[src/rtl/intr_rollup_pkg.sv]
package intr_rollup_pkg;
  localparam int unsigned DW = 32;

  typedef enum logic [3:0] {
    SEL_TOP_PEND = 4'd0,
    SEL_TOP_SET  = 4'd1,
    SEL_TOP_CLR  = 4'd2,
    SEL_TOP_MSK  = 4'd3,
    SEL_USB_PEND = 4'd4,
    SEL_USB_SET  = 4'd5,
    SEL_USB_CLR  = 4'd6,
    SEL_USB_MSK  = 4'd7,
    SEL_DMA_PEND = 4'd8,
    SEL_DMA_SET  = 4'd9,
    SEL_DMA_CLR  = 4'd10,
    SEL_DMA_MSK  = 4'd11,
    SEL_CFG      = 4'd12,
    SEL_STAT     = 4'd13
  } reg_sel_e;

  localparam int unsigned BIT_RX       = 8;
  localparam int unsigned BIT_TX       = 9;
  localparam int unsigned BIT_VBUS_CHG = 15;
  localparam int unsigned BIT_DMA      = 24;
  localparam int unsigned CFG_POL_BIT  = 17;
  localparam int unsigned ST_VBUS      = 5;
  localparam int unsigned ST_SVALID    = 6;
  localparam int unsigned ST_SEND      = 7;

  typedef struct packed {
    logic set;
    logic clr;
    logic msk;
  } bank_we_t;
endpackage

[src/rtl/intr_sub_bank.sv]
module intr_sub_bank
  import intr_rollup_pkg::*;
#(
  parameter int unsigned W = 32
) (
  input  logic         clk_i,
  input  logic         rst_ni,
  input  bank_we_t     we_i,
  input  logic [W-1:0] wdata_i,
  output logic [W-1:0] pend_o,
  output logic [W-1:0] mask_o,
  output logic [W-1:0] act_o
);
  logic [W-1:0] pend_q, mask_q;

  always_ff @(posedge clk_i or negedge rst_ni) begin
    if (!rst_ni) begin
      pend_q <= '0;
      mask_q <= '0;
    end else begin
      if (we_i.set)      pend_q <= pend_q | wdata_i;
      else if (we_i.clr) pend_q <= pend_q & ~wdata_i;
      if (we_i.msk)      mask_q <= wdata_i;
    end
  end

  assign pend_o = pend_q;
  assign mask_o = mask_q;
  assign act_o  = pend_q & ~mask_q;


  set_or_chk: assert property (@(posedge clk_i) disable iff (!rst_ni)
    we_i.set |=> ((pend_o & $past(wdata_i)) == $past(wdata_i)));

  clr_bits_chk: assert property (@(posedge clk_i) disable iff (!rst_ni)
    (we_i.clr && !we_i.set) |=> ((pend_o & $past(wdata_i)) == '0));
endmodule

[src/rtl/intr_pwr_gate.sv]
module intr_pwr_gate #(
  parameter int unsigned HOLD_CYC = 30_000_000
) (
  input  logic clk_i,
  input  logic rst_ni,
  input  logic pwr_i,
  output logic gate_o
);
  localparam int unsigned CW = $clog2(HOLD_CYC + 1);

  logic          pwr_q, gate_q;
  logic [CW-1:0] cnt_q;
  logic          rise;

  assign rise = pwr_i & ~pwr_q;

  always_ff @(posedge clk_i or negedge rst_ni) begin
    if (!rst_ni) begin
      pwr_q  <= 1'b0;
      gate_q <= 1'b0;
      cnt_q  <= '0;
    end else begin
      pwr_q <= pwr_i;
      if (rise) begin
        gate_q <= 1'b0;
        cnt_q  <= CW'(HOLD_CYC);
      end else if (cnt_q != '0) begin
        cnt_q <= cnt_q - 1'b1;
        // expiry only re-enables while power is still present
        if (cnt_q == CW'(1) && pwr_i) gate_q <= 1'b1;
      end
    end
  end

  assign gate_o = gate_q;


  pwr_rise_off_chk: assert property (@(posedge clk_i) disable iff (!rst_ni)
    (pwr_i && !pwr_q) |=> !gate_o);

  gate_rise_pwr_chk: assert property (@(posedge clk_i) disable iff (!rst_ni)
    $rose(gate_o) |-> $past(pwr_i));
endmodule

[src/rtl/intr_otg_status.sv]
module intr_otg_status
  import intr_rollup_pkg::*;
(
  input  logic          clk_i,
  input  logic          rst_ni,
  input  logic          vbus_i,
  input  logic          sess_i,
  output logic [DW-1:0] stat_o,
  output logic          vbus_chg_o
);
  logic vbus_q, sv_q, se_q;

  always_ff @(posedge clk_i or negedge rst_ni) begin
    if (!rst_ni) begin
      vbus_q <= 1'b0;
      sv_q   <= 1'b0;
      se_q   <= 1'b0;
    end else begin
      vbus_q <= vbus_i;
      sv_q   <= sess_i;
      se_q   <= ~sess_i;
    end
  end

  assign vbus_chg_o = vbus_i ^ vbus_q;

  always_comb begin
    stat_o            = '0;
    stat_o[ST_VBUS]   = vbus_q;
    stat_o[ST_SVALID] = sv_q;
    stat_o[ST_SEND]   = se_q;
  end


  sess_track_chk: assert property (@(posedge clk_i) disable iff (!rst_ni)
    sess_i |=> (stat_o[ST_SVALID] && !stat_o[ST_SEND]));

  sess_end_chk: assert property (@(posedge clk_i) disable iff (!rst_ni)
    !sess_i |=> (!stat_o[ST_SVALID] && stat_o[ST_SEND]));
endmodule

[src/rtl/intr_rollup.sv]
module intr_rollup
  import intr_rollup_pkg::*;
#(
  parameter int unsigned ADDR_W   = 8,
  parameter int unsigned HOLD_CYC = 30_000_000
) (
  input  logic              clk_i,
  input  logic              rst_ni,
  input  logic [ADDR_W-1:0] addr_i,
  input  logic              wr_i,
  input  logic              rd_i,
  input  logic [31:0]       wdata_i,
  output logic [31:0]       rdata_o,
  input  logic              vbus_i,
  input  logic              sess_i,
  input  logic              pwr_i,
  output logic              irq_o
);
  localparam int unsigned NSUB = 2;  // 0: USB core, 1: DMA
  localparam int unsigned HALF = DW / 2;
  localparam logic [DW-1:0] SUMM_BITS =
    (DW'(1) << BIT_RX) | (DW'(1) << BIT_TX) | (DW'(1) << BIT_DMA);

  logic           hit, wr_hit;
  logic [3:0]     sel;
  logic [DW-1:0]  pend_q, mask_q, cfg_q;
  logic [DW-1:0]  set_v, clr_v, chg_v, summ_v, pend_view;
  logic [DW-1:0]  sub_pend [NSUB];
  logic [DW-1:0]  sub_mask [NSUB];
  logic [DW-1:0]  sub_act  [NSUB];
  logic [DW-1:0]  stat;
  logic           vbus_chg, gate, any_act;

  assign hit    = (addr_i[ADDR_W-1:6] == '0) && (addr_i[1:0] == 2'b00);
  assign sel    = addr_i[5:2];
  assign wr_hit = wr_i & hit;

  for (genvar gi = 0; gi < NSUB; gi++) begin : g_sub
    localparam logic [3:0] BASE = 4'(int'(SEL_USB_PEND) + 4 * gi);
    bank_we_t we;
    assign we.set = wr_hit && (sel == BASE + 4'd1);
    assign we.clr = wr_hit && (sel == BASE + 4'd2);
    assign we.msk = wr_hit && (sel == BASE + 4'd3);
    intr_sub_bank #(.W(DW)) u_bank (
      .clk_i  (clk_i),
      .rst_ni (rst_ni),
      .we_i   (we),
      .wdata_i(wdata_i),
      .pend_o (sub_pend[gi]),
      .mask_o (sub_mask[gi]),
      .act_o  (sub_act[gi])
    );
  end

  intr_otg_status u_otg (
    .clk_i     (clk_i),
    .rst_ni    (rst_ni),
    .vbus_i    (vbus_i),
    .sess_i    (sess_i),
    .stat_o    (stat),
    .vbus_chg_o(vbus_chg)
  );

  intr_pwr_gate #(.HOLD_CYC(HOLD_CYC)) u_gate (
    .clk_i (clk_i),
    .rst_ni(rst_ni),
    .pwr_i (pwr_i),
    .gate_o(gate)
  );

  always_comb begin
    summ_v          = '0;
    summ_v[BIT_TX]  = |sub_act[0][HALF-1:0];
    summ_v[BIT_RX]  = |sub_act[0][DW-1:HALF];
    summ_v[BIT_DMA] = |sub_act[1];
  end

  assign set_v = (wr_hit && sel == SEL_TOP_SET) ? wdata_i : '0;
  assign clr_v = (wr_hit && sel == SEL_TOP_CLR) ? wdata_i : '0;
  assign chg_v = vbus_chg ? (DW'(1) << BIT_VBUS_CHG) : '0;

  always_ff @(posedge clk_i or negedge rst_ni) begin
    if (!rst_ni) begin
      pend_q <= '0;
      mask_q <= '1;
      cfg_q  <= '0;
    end else begin
      // summary positions are never stored; they are overlaid live
      pend_q <= (((pend_q | set_v) & ~clr_v) | chg_v) & ~SUMM_BITS;
      if (wr_hit && sel == SEL_TOP_MSK) mask_q <= wdata_i;
      if (wr_hit && sel == SEL_CFG)     cfg_q  <= wdata_i;
    end
  end

  assign pend_view = pend_q | summ_v;
  assign any_act   = |(pend_view & ~mask_q);
  assign irq_o     = gate & (cfg_q[CFG_POL_BIT] ? any_act : ~any_act);

  always_comb begin
    rdata_o = '0;
    if (rd_i && hit) begin
      unique case (sel)
        SEL_TOP_PEND, SEL_TOP_SET, SEL_TOP_CLR: rdata_o = pend_view;
        SEL_TOP_MSK:                            rdata_o = mask_q;
        SEL_USB_PEND, SEL_USB_SET, SEL_USB_CLR: rdata_o = sub_pend[0];
        SEL_USB_MSK:                            rdata_o = sub_mask[0];
        SEL_DMA_PEND, SEL_DMA_SET, SEL_DMA_CLR: rdata_o = sub_pend[1];
        SEL_DMA_MSK:                            rdata_o = sub_mask[1];
        SEL_CFG:                                rdata_o = cfg_q;
        SEL_STAT:                               rdata_o = stat;
        default:                                rdata_o = '0;
      endcase
    end
  end


  vbus_chg_pend_chk: assert property (@(posedge clk_i) disable iff (!rst_ni)
    (stat[ST_VBUS] != $past(stat[ST_VBUS])) |-> pend_q[BIT_VBUS_CHG]);

  gate_off_quiet_chk: assert property (@(posedge clk_i) disable iff (!rst_ni)
    !gate |-> !irq_o);

  dma_summ_chk: assert property (@(posedge clk_i) disable iff (!rst_ni)
    (sub_pend[1] & ~sub_mask[1]) == '0 |-> !pend_view[BIT_DMA]);
endmodule

[config.mk]
export PLATFORM = sky130hd
export DESIGN_NAME = intr_rollup
export DESIGN_NICKNAME = d
export VERILOG_FILES = /design/src/rtl/intr_rollup_pkg.sv /design/src/rtl/intr_sub_bank.sv /design/src/rtl/intr_pwr_gate.sv /design/src/rtl/intr_otg_status.sv /design/src/rtl/intr_rollup.sv
export SDC_FILE = /design/constraint.sdc
export NUM_CORES = 1
export LEC_CHECK = 0
export ABC_CLOCK_PERIOD_IN_PS = 3300
export BUFFER_PORTS_ARGS = -buffer_cell sky130_fd_sc_hd__buf_2
export CAP_MARGIN = 20
export CORE_MARGIN = 2
export CORE_UTILIZATION = 56
export DETAILED_ROUTE_END_ITERATION = 8
export HOLD_SLACK_MARGIN = 0.08
export PLACE_DENSITY_LB_ADDON = 0.15
export SLEW_MARGIN = 20
export SYNTH_ARGS = -nofsm -noshare
export SYNTH_HDL_FRONTEND = slang
export SYNTH_HIERARCHICAL = 1
export SYNTH_SLANG_ARGS = --single-unit
[constraint.sdc]
create_clock -name clk_i -period 3.3 [get_ports clk_i]
set_clock_uncertainty 0.2 [all_clocks]
set_input_delay 0.495 -clock clk_i [delete_from_list [all_inputs] [get_ports clk_i]]
set_output_delay 0.495 -clock clk_i [all_outputs]
set_load 0.01 [all_outputs]
* After elaboration in Yosys (flattened, before gate mapping)
Index checks and enable logic that the tools add are counted.
** Storage, ports and cells
- Flip-flop bits (word level) :: 251
- Input bits :: 47
- Output and inout port bits :: 33
- Logic and storage cells :: 95
** Cells by class
- Add/subtract/negate cells :: 1
- Equal/unequal tests :: 14
- Mux-type cells :: 15
- Bitwise logic cells :: 23
- Reduce and logical (&&, ||, !) cells :: 29
** Operators by type and width (number)
- 32-bit case mux with 8 select lines :: 1
- 32-bit 2-to-1 mux :: 7
- 32-bit AND :: 6
- 32-bit NOT :: 5
- 32-bit OR :: 3
- 32-bit OR reduction :: 2
- 25-bit 2-to-1 mux :: 2
- 32-bit by 16-bit OR with 32-bit output :: 1
- 32-bit by 25-bit OR with 32-bit output :: 1
- 16-bit OR reduction :: 2
- 25-bit by 1-bit == test with 1-bit output, second input constant :: 1
- 25-bit nonzero test :: 1
- 25-bit by 1-bit subtractor with 25-bit output, second input constant :: 1
- 4-bit == test, second input constant :: 6
- 4-bit by 3-bit == test with 1-bit output, second input constant :: 4
- 16-bit 2-to-1 mux :: 1
- 1-bit logical AND :: 13
- 3-bit OR reduction :: 3
- 4-bit by 2-bit == test with 1-bit output, second input constant :: 2
- 2-bit nonzero test :: 4
- 4-bit by 1-bit == test with 1-bit output, second input constant :: 1
- 2-bit zero test :: 2
- 4-bit zero test :: 1
- 1-bit 2-to-1 mux :: 4
- other kinds (4) :: 8

* Depth between registers and ports, before layout
Gate-level depths: netlist of run 1.
- Word-level depth :: 9
- Depth in mapped cells :: 9
- Gate-level depth less buffers :: 7

* By module
Netlist of run 1, hierarchy kept.
** By module, submodules not included
- intr_sub_bank :: times used 2, cells an instance 202, area an instance 2795.2 sq um, sequential area each 1601.5 sq um
- intr_rollup :: times used 1, cells an instance 526, area an instance 5494.0 sq um, sequential area each 2367.3 sq um
- intr_pwr_gate :: times used 1, cells an instance 164, area an instance 1551.5 sq um, sequential area each 675.6 sq um
- intr_otg_status :: times used 1, cells an instance 38, area an instance 331.6 sq um, sequential area each 75.1 sq um

* Worst setup path after synthesis of run 1
No wires, ideal clock.
- Path kind :: input -> output
- Start point :: input addr_i[5]
- End point :: output rdata_o[12]
- Arrival :: 1.655 ns
- Required time :: 2.605 ns
- Slack :: 0.950 ns
- Stages :: 6
- Path through :: buf_2 > nand2b_1 > nor2_1 > clkbuf_1 > a22oi_1 > a41oi_1
** On the way
- Word-level cells in the longest chain between the ends :: 4
- Elaborated cells between the ends (all ways) :: 19
- Classes of those cells :: eq/ne: 13; mux: 2; reduce/logical: 4
** Ends and longest elaborated chain
- start, declared :: line intr_rollup.sv:9 : input logic [ADDR_W-1:0] addr_i,
- 4-bit == test, or another cell as far along :: line intr_rollup.sv:102 : unique case (sel)
- 3-bit OR reduction :: line intr_rollup.sv:102
- 32-bit case mux with 8 select lines * :: line intr_rollup.sv:102
- 32-bit 2-to-1 mux * :: line intr_rollup.sv:101 : if (rd_i && hit) begin
- end, declared :: line intr_rollup.sv:13 : output logic [31:0] rdata_o,
Mark *: on every way between the ends. The rest lies on a longest branch, timed or not.

==> results of run 1 <==
==> Yosys cell counts (4+ instances only) <==
| master | number |
|---|---|
| mux2i_1 | 5 |
| a22o_1 | 64 |
| o21ai_1 | 7 |
| xnor2_1 | 5 |
| mux2_4 | 60 |
| o2111ai_1 | 6 |
| dfstp_2 | 32 |
| nand4_1 | 6 |
| nor4_1 | 22 |
| and4_1 | 4 |
| buf_12 | 6 |
| nand3_1 | 13 |
| inv_1 | 15 |
| buf_4 | 36 |
| dfrtp_1 | 219 |
| nor2_1 | 34 |
| nor2b_1 | 66 |
| mux2_2 | 67 |
| nand2_1 | 84 |
| a21oi_1 | 67 |
| clkbuf_1 | 18 |
| or3_1 | 4 |
| and3_1 | 4 |
| buf_6 | 12 |
| a41oi_1 | 31 |
| buf_2 | 28 |
| o31ai_1 | 5 |
| nor3_1 | 6 |
| nand2b_1 | 29 |
| or4_1 | 6 |
| a22oi_1 | 120 |
==> routing by layer <==
| metal | GRT usage (%) | share of wire [%] | vias to the layer above |
|---|---|---|---|
| met5 | 0 | 0 | - |
| met4 | 8.69 | 2.7 | 0 |
| met3 | 4.17 | 6.6 | 74 |
| met2 | 50.3 | 47 | 391 |
| met1 | 44.6 | 43 | 5145 |
| li1 | - | - | 4413 |
==> cells by family (layout without fill, tap and decap cells) <==
| group | count (synthesis) | count (layout) |
|---|---|---|
| other cells | 1 | 29 |
| flops | 251 | 251 |
| compound gates | 325 | 325 |
| buf+inv | 115 | 219 |
| xor+xnor | 7 | 7 |
| fa+ha+maj | 3 | 3 |
| mux | 133 | 133 |
| simple gates | 297 | 297 |
==> metrics by stage <==
step	TNS, ns	hold WS (ns)	util, %	setup WS, ns
detailed placement	0	0.295	59.7	0.449
floorplan	0	-0.000591	-	0.950
global route	-0.0568	0.120	65.3	-0.0568
global placement	0	0.288	59.7	0.431
CTS	0	0.0918	65.1	0.000403
finish	-0.00580	0.102	65.3	-0.00580
==> what timing repair did <==
| action | in CTS | in global routing |
|---|---|---|
| pin swaps | 1 | 3 |
| endpoints found under the hold margin | 96 | 0 |
| setup buffers | 0 | 3 |
| setup endpoints to repair | 1 | 1 |
| gates resized for setup | 4 | 6 |
| hold buffers | 31 | 0 |
==> critical path, cell delays in order, from the launching register on <==
cell and delay (ns):
dfrtp_1 0.41, nor2b_4 0.14, nor4_2 0.30, buf_4 0.19
nand4_1 0.15, o2bb2a_4 0.24, o2111a_1 0.23, mux2i_1 0.25
buf_2 0.17
==> worst paths after layout <==
path,end,depth (start not counted),from
worst max-delay path,irq_o,8,register
worst min-delay path,pend_q[11],2,wdata_i[11]
worst min register to register,cfg_q[7],1,cfg_q[7]
worst max register to register,u_gate/cnt_q[19],5,u_gate/cnt_q[13]
max in group asynchronous,mask_q[4],3,rst_ni
min in group asynchronous,g_sub[0].u_bank/mask_o[17],2,rst_ni
==> area by class of cell <==
class / count / area share [%]
Clock buffer: 41 / 5.54
Clock inverter: 10 / 0.363
Inverter: 15 / 0.380
Multi-Input combinational cell: 794 / 41.0
Sequential cell: 251 / 42.6
Tap cell: 285 / 2.41
Timing Repair Buffer: 153 / 7.68
==> power breakdown <==
part	internal, W	switching [W]	leakage [nW]
combinational	0.000376	0.000478	2.73
sequential	0.00327	0.000166	3.28
clock	0.00172	0.00125	0.441
total	0.00536	0.00189	6.45
==> impl_metrics.env, run 1 <==
export IMPL_die_w_um=156
export IMPL_worstSetupStartpointType="register"
export IMPL_regArea_um2=6320
export IMPL_finalInstanceArea_um2=14800
export IMPL_io_buffers=79
export IMPL_fmax_ghz=0.302
export IMPL_grt_max_degree=82
export IMPL_worst_pin_slew_ns=0.689
export IMPL_placed_cell_area_um2=13600
export IMPL_antenna_found_initial=0
export IMPL_status="finished with violations"
export IMPL_synth_fa_ha_area_share_pct=0.289
export IMPL_finalMaxSlewViolations=0
export IMPL_clockBufferDepth=3
export IMPL_std_cell_rows=55
export IMPL_grt_usage_pct=31.2
export IMPL_gp_congestion=0.893
export IMPL_synth_top_area_cell="dfrtp_1"
export IMPL_dpl_hpwl_um=23600
export IMPL_die_y_um=156
export IMPL_ios=80
export IMPL_wl_um=37400
export IMPL_gr_total_overflow=0
export IMPL_synth_warnings=6
export IMPL_endpoint_kind="primary output"
export IMPL_area_growth_syn_to_layout_pct=14.3
export IMPL_final_setup_viol_count=1
export IMPL_ant_nets=0
export IMPL_ff2ff_setup_slack_ns=0.62
export IMPL_worst_setup_path_type="reg2out"
export IMPL_syn_avg_cell_area_um2=11.5
export IMPL_fin_crit_ns=3.31
export IMPL_p_total_w=0.00725
export IMPL_nFillCells=1810
export IMPL_synth_compound_area_share_pct=18.5
export IMPL_max_slew_margin_rel_pct=54.0
export IMPL_synth_distinct_cells=64
export IMPL_grt_pass1_vias=9926
export IMPL_rsz0062_at_grt="yes"
export IMPL_synth_top_cell_area_share_pct=42.3
export IMPL_fin_cells=1549
export IMPL_fin_ws_ns=-0.00580
export IMPL_mostFrequentLayoutCell="dfrtp_1"
export IMPL_synth_xor_area_share_pct=0.473
export IMPL_cts_htree_levels=1
export IMPL_drc=0
export IMPL_cap_viol_max_count=0
export IMPL_synthSimpleGateAreaFrac_pct=12.7
export IMPL_ys_ff_latch=251
export IMPL_drt_iter0_markers=922
export IMPL_syn_area_um2=13000
export IMPL_grt_pass1_wl_um=58600
export IMPL_wl_per_cell_um=24.2
export IMPL_fin_crit_sh_pct=100
export IMPL_initial_core_util_pct=57.1
export IMPL_layout_common_cells="dfrtp_1 (219), a22oi_1 (120), nand2_1 (84)"
export IMPL_vias=10023
export IMPL_root_buffer="clkbuf_16"
export IMPL_diodes=0
export IMPL_synth_cells=1132
export IMPL_ir_worst_vdd_mv=0.482
export IMPL_core_um2=22700
export IMPL_vias_per_cell=6.47
export IMPL_dp_cells=1464
export IMPL_ys_top_cells_by_area="dfrtp_1 (42%), a22oi_1 (6.9%), mux2_4 (6.9%)"
export IMPL_power_per_cell_area_nw_per_um2=489
export IMPL_p_leak_nw=6.45
export IMPL_cp_data_required_time_ns=2.60
export IMPL_muxShareOfSynthArea_pct=13.2
export IMPL_synth_edf_count=0
export IMPL_finalHoldViolations=0
export IMPL_fin_nets=1293
export IMPL_die_area_um2=24400
export IMPL_critical_path_arrival_ns=2.61
export IMPL_synthFlopType="dfrtp_1"
export IMPL_async_flop_share_pct=100
export IMPL_ys_seq_area_share_pct=48.7
export IMPL_multiInputGateArea_um2=6080
export IMPL_synth_top_family_by_area="compound AO/OA/AOI/OAI gates"
export IMPL_clk_latency_ns=0.54
export IMPL_hold_path_class="in2reg"
export IMPL_clk_pin_slew_ns=0.06
export IMPL_cts_tree="done"
export IMPL_violations="setup timing"
export IMPL_first_pass_iters=5
export IMPL_cts_made_buffers=28
export IMPL_cp_max_fo=3
export IMPL_clkSinkCount=251
export IMPL_drive_gt1_share_pct=28.6
Power figures use the tool's default switching activity.
==> inputs of run 2 (changes only) <==
- CORE_ASPECT_RATIO: not set -> 0.8
==> run 2 against run 1 <==
Compared with the run above:
- the flow now finishes without violations
- clock-buffer cell count fell by 4
- critical path type unchanged
- combinational power up 2.6%
- critical path depth decreased by 1
- highest routed layer is now met5
- sequential power hardly changed
- largest cell class unchanged
- sequential cell count did not move
- utilization grew 0.35 points
==> impl_metrics.env, run 2 (synthesis gave the netlist of run 1 again) <==
export IMPL_status="completed"
export IMPL_cp_data_required_time_ns=2.60
export IMPL_clkSinkCount=251
export IMPL_drc=0
export IMPL_holdCritStartpoint="wdata_i[5]"
export IMPL_cts_tree="done"
export IMPL_die_w_um=174
export IMPL_gr_total_overflow=0
export IMPL_vias=10080
export IMPL_wl_per_cell_um=24.7
export IMPL_fin_crit_sh_pct=99.6
export IMPL_power_per_cell_area_nw_per_um2=489
export IMPL_first_pass_iters=5
export IMPL_layout_common_cells="dfrtp_1 (219), a22oi_1 (120), nand2_1 (84)"
export IMPL_endpoint_kind="primary output"
export IMPL_fin_cells=1561
export IMPL_mostFrequentLayoutCell="dfrtp_1"
export IMPL_ff2ff_setup_slack_ns=0.64
export IMPL_placed_cell_area_um2=13600
export IMPL_cap_viol_max_count=0
export IMPL_hold_path_class="in2reg"
export IMPL_dpl_hpwl_um=24000
export IMPL_wl_um=38600
export IMPL_die_area_um2=24400
export IMPL_final_setup_viol_count=0
export IMPL_nFillCells=1766
export IMPL_max_slew_margin_rel_pct=49.4
export IMPL_grt_pass1_vias=9953
export IMPL_ios=80
export IMPL_fin_crit_ns=3.29
export IMPL_fin_nets=1284
export IMPL_ant_nets=0
export IMPL_fmax_ghz=0.304
export IMPL_grt_max_degree=93
export IMPL_endpoint="irq_o"
export IMPL_finalHoldViolations=0
export IMPL_clockBufferDepth=3
export IMPL_ir_worst_vdd_mv=0.476
export IMPL_r2r_end="u_gate/cnt_q[9]"
export IMPL_critical_path_arrival_ns=2.59
export IMPL_initial_core_util_pct=57.3
export IMPL_worstSetupStartpointType="register"
export IMPL_reg2reg_depth=5
export IMPL_rr_startpoint="u_gate/cnt_q[5]"
export IMPL_finalSetupTns_ns=0
export IMPL_vias_per_cell=6.46
export IMPL_finalMaxSlewViolations=0
export IMPL_std_cell_rows=49
export IMPL_core_um2=22600
export IMPL_worst_pin_slew_ns=0.760
export IMPL_grt_pass1_wl_um=60500
export IMPL_fin_util_pct=65.6
export IMPL_die_y_um=140
export IMPL_drive_gt1_share_pct=29.8
export IMPL_cts_htree_levels=1
export IMPL_cp_max_fo=2
export IMPL_antenna_found_initial=3
export IMPL_timing_hold_ws_ns=0.0948
export IMPL_area_growth_syn_to_layout_pct=14.5
export IMPL_worst_setup_path_type="reg2out"
export IMPL_clk_pin_slew_ns=0.06
export IMPL_finalInstanceArea_um2=14800
export IMPL_gp_congestion=0.849
export IMPL_grt_usage_pct=32.1
export IMPL_drt_iter0_markers=1036
export IMPL_p_leak_nw=6.44
export IMPL_clk_latency_ns=0.53
export IMPL_cts_made_buffers=25
export IMPL_root_buffer="clkbuf_16"
export IMPL_io_buffers=79
export IMPL_dp_cells=1484
==> run 2: timing repair <==
action,CTS,global route
setup buffers,1,7
hold endpoints to repair,91,0
gates resized for setup,10,12
hold buffers,21,0
pin swaps,3,9
setup endpoints to repair,1,2
==> run 2: power by group <==
part	switching, W	internal [W]	leakage, nW
registers	0.000173	0.00326	3.28
logic	0.000494	0.000382	2.73
clock network	0.00122	0.00173	0.427
==> run 2: worst min-delay path by stage <==
| stage | end | cells after the start |
|---|---|---|
| 6_report | pend_q[5] | 2 |
| 5_1_grt | pend_q[26] | 2 |
| 4_1_cts | pend_q[1] | 2 |
| 3_5_place_dp | cfg_q[21] | 1 |
| 3_3_place_gp | cfg_q[14] | 1 |
| 2_1_floorplan | cfg_q[0] | 0 |
==> run 2: cell type report <==
type | count | area [um2] | share of cell area (%)
sequential | 251 | 6320 | 42.6
multi-input combinational | 794 | 6140 | 41.3
timing repair buffer | 147 | 1090 | 7.36
clock buffer | 37 | 751 | 5.06
tap | 306 | 383 | 2.58
clock inverter | 9 | 98.8 | 0.666
inverter | 15 | 56.3 | 0.379
antenna | 2 | 5.00 | 0.0337
==> run 2: per-layer routing <==
| metal | track usage, % | routed length (um) |
|---|---|---|
| met5 | 0 | 13 |
| met2 | 45.8 | 16400 |
| met1 | 48.5 | 17500 |
| met4 | 6.81 | 653 |
| met3 | 9.36 | 4040 |
==> run 2: stage by stage <==
step	power, W	setup WS (ns)
global placement	0.00426	0.280
CTS	0.00725	0.00419
global route	0.00752	-0.0179
floorplan	0.00393	0.950
finish	0.00727	0.0122
detailed placement	0.00428	0.274
==> run 2: critical path: stages, from the launching register on <==
cell	delay, ns
dfrtp_1	0.40
nor2b_1	0.19
nor4_2	0.36
nand4_1	0.22
o2bb2a_4	0.25
o2111a_1	0.21
mux2i_2	0.26
buf_2	0.17
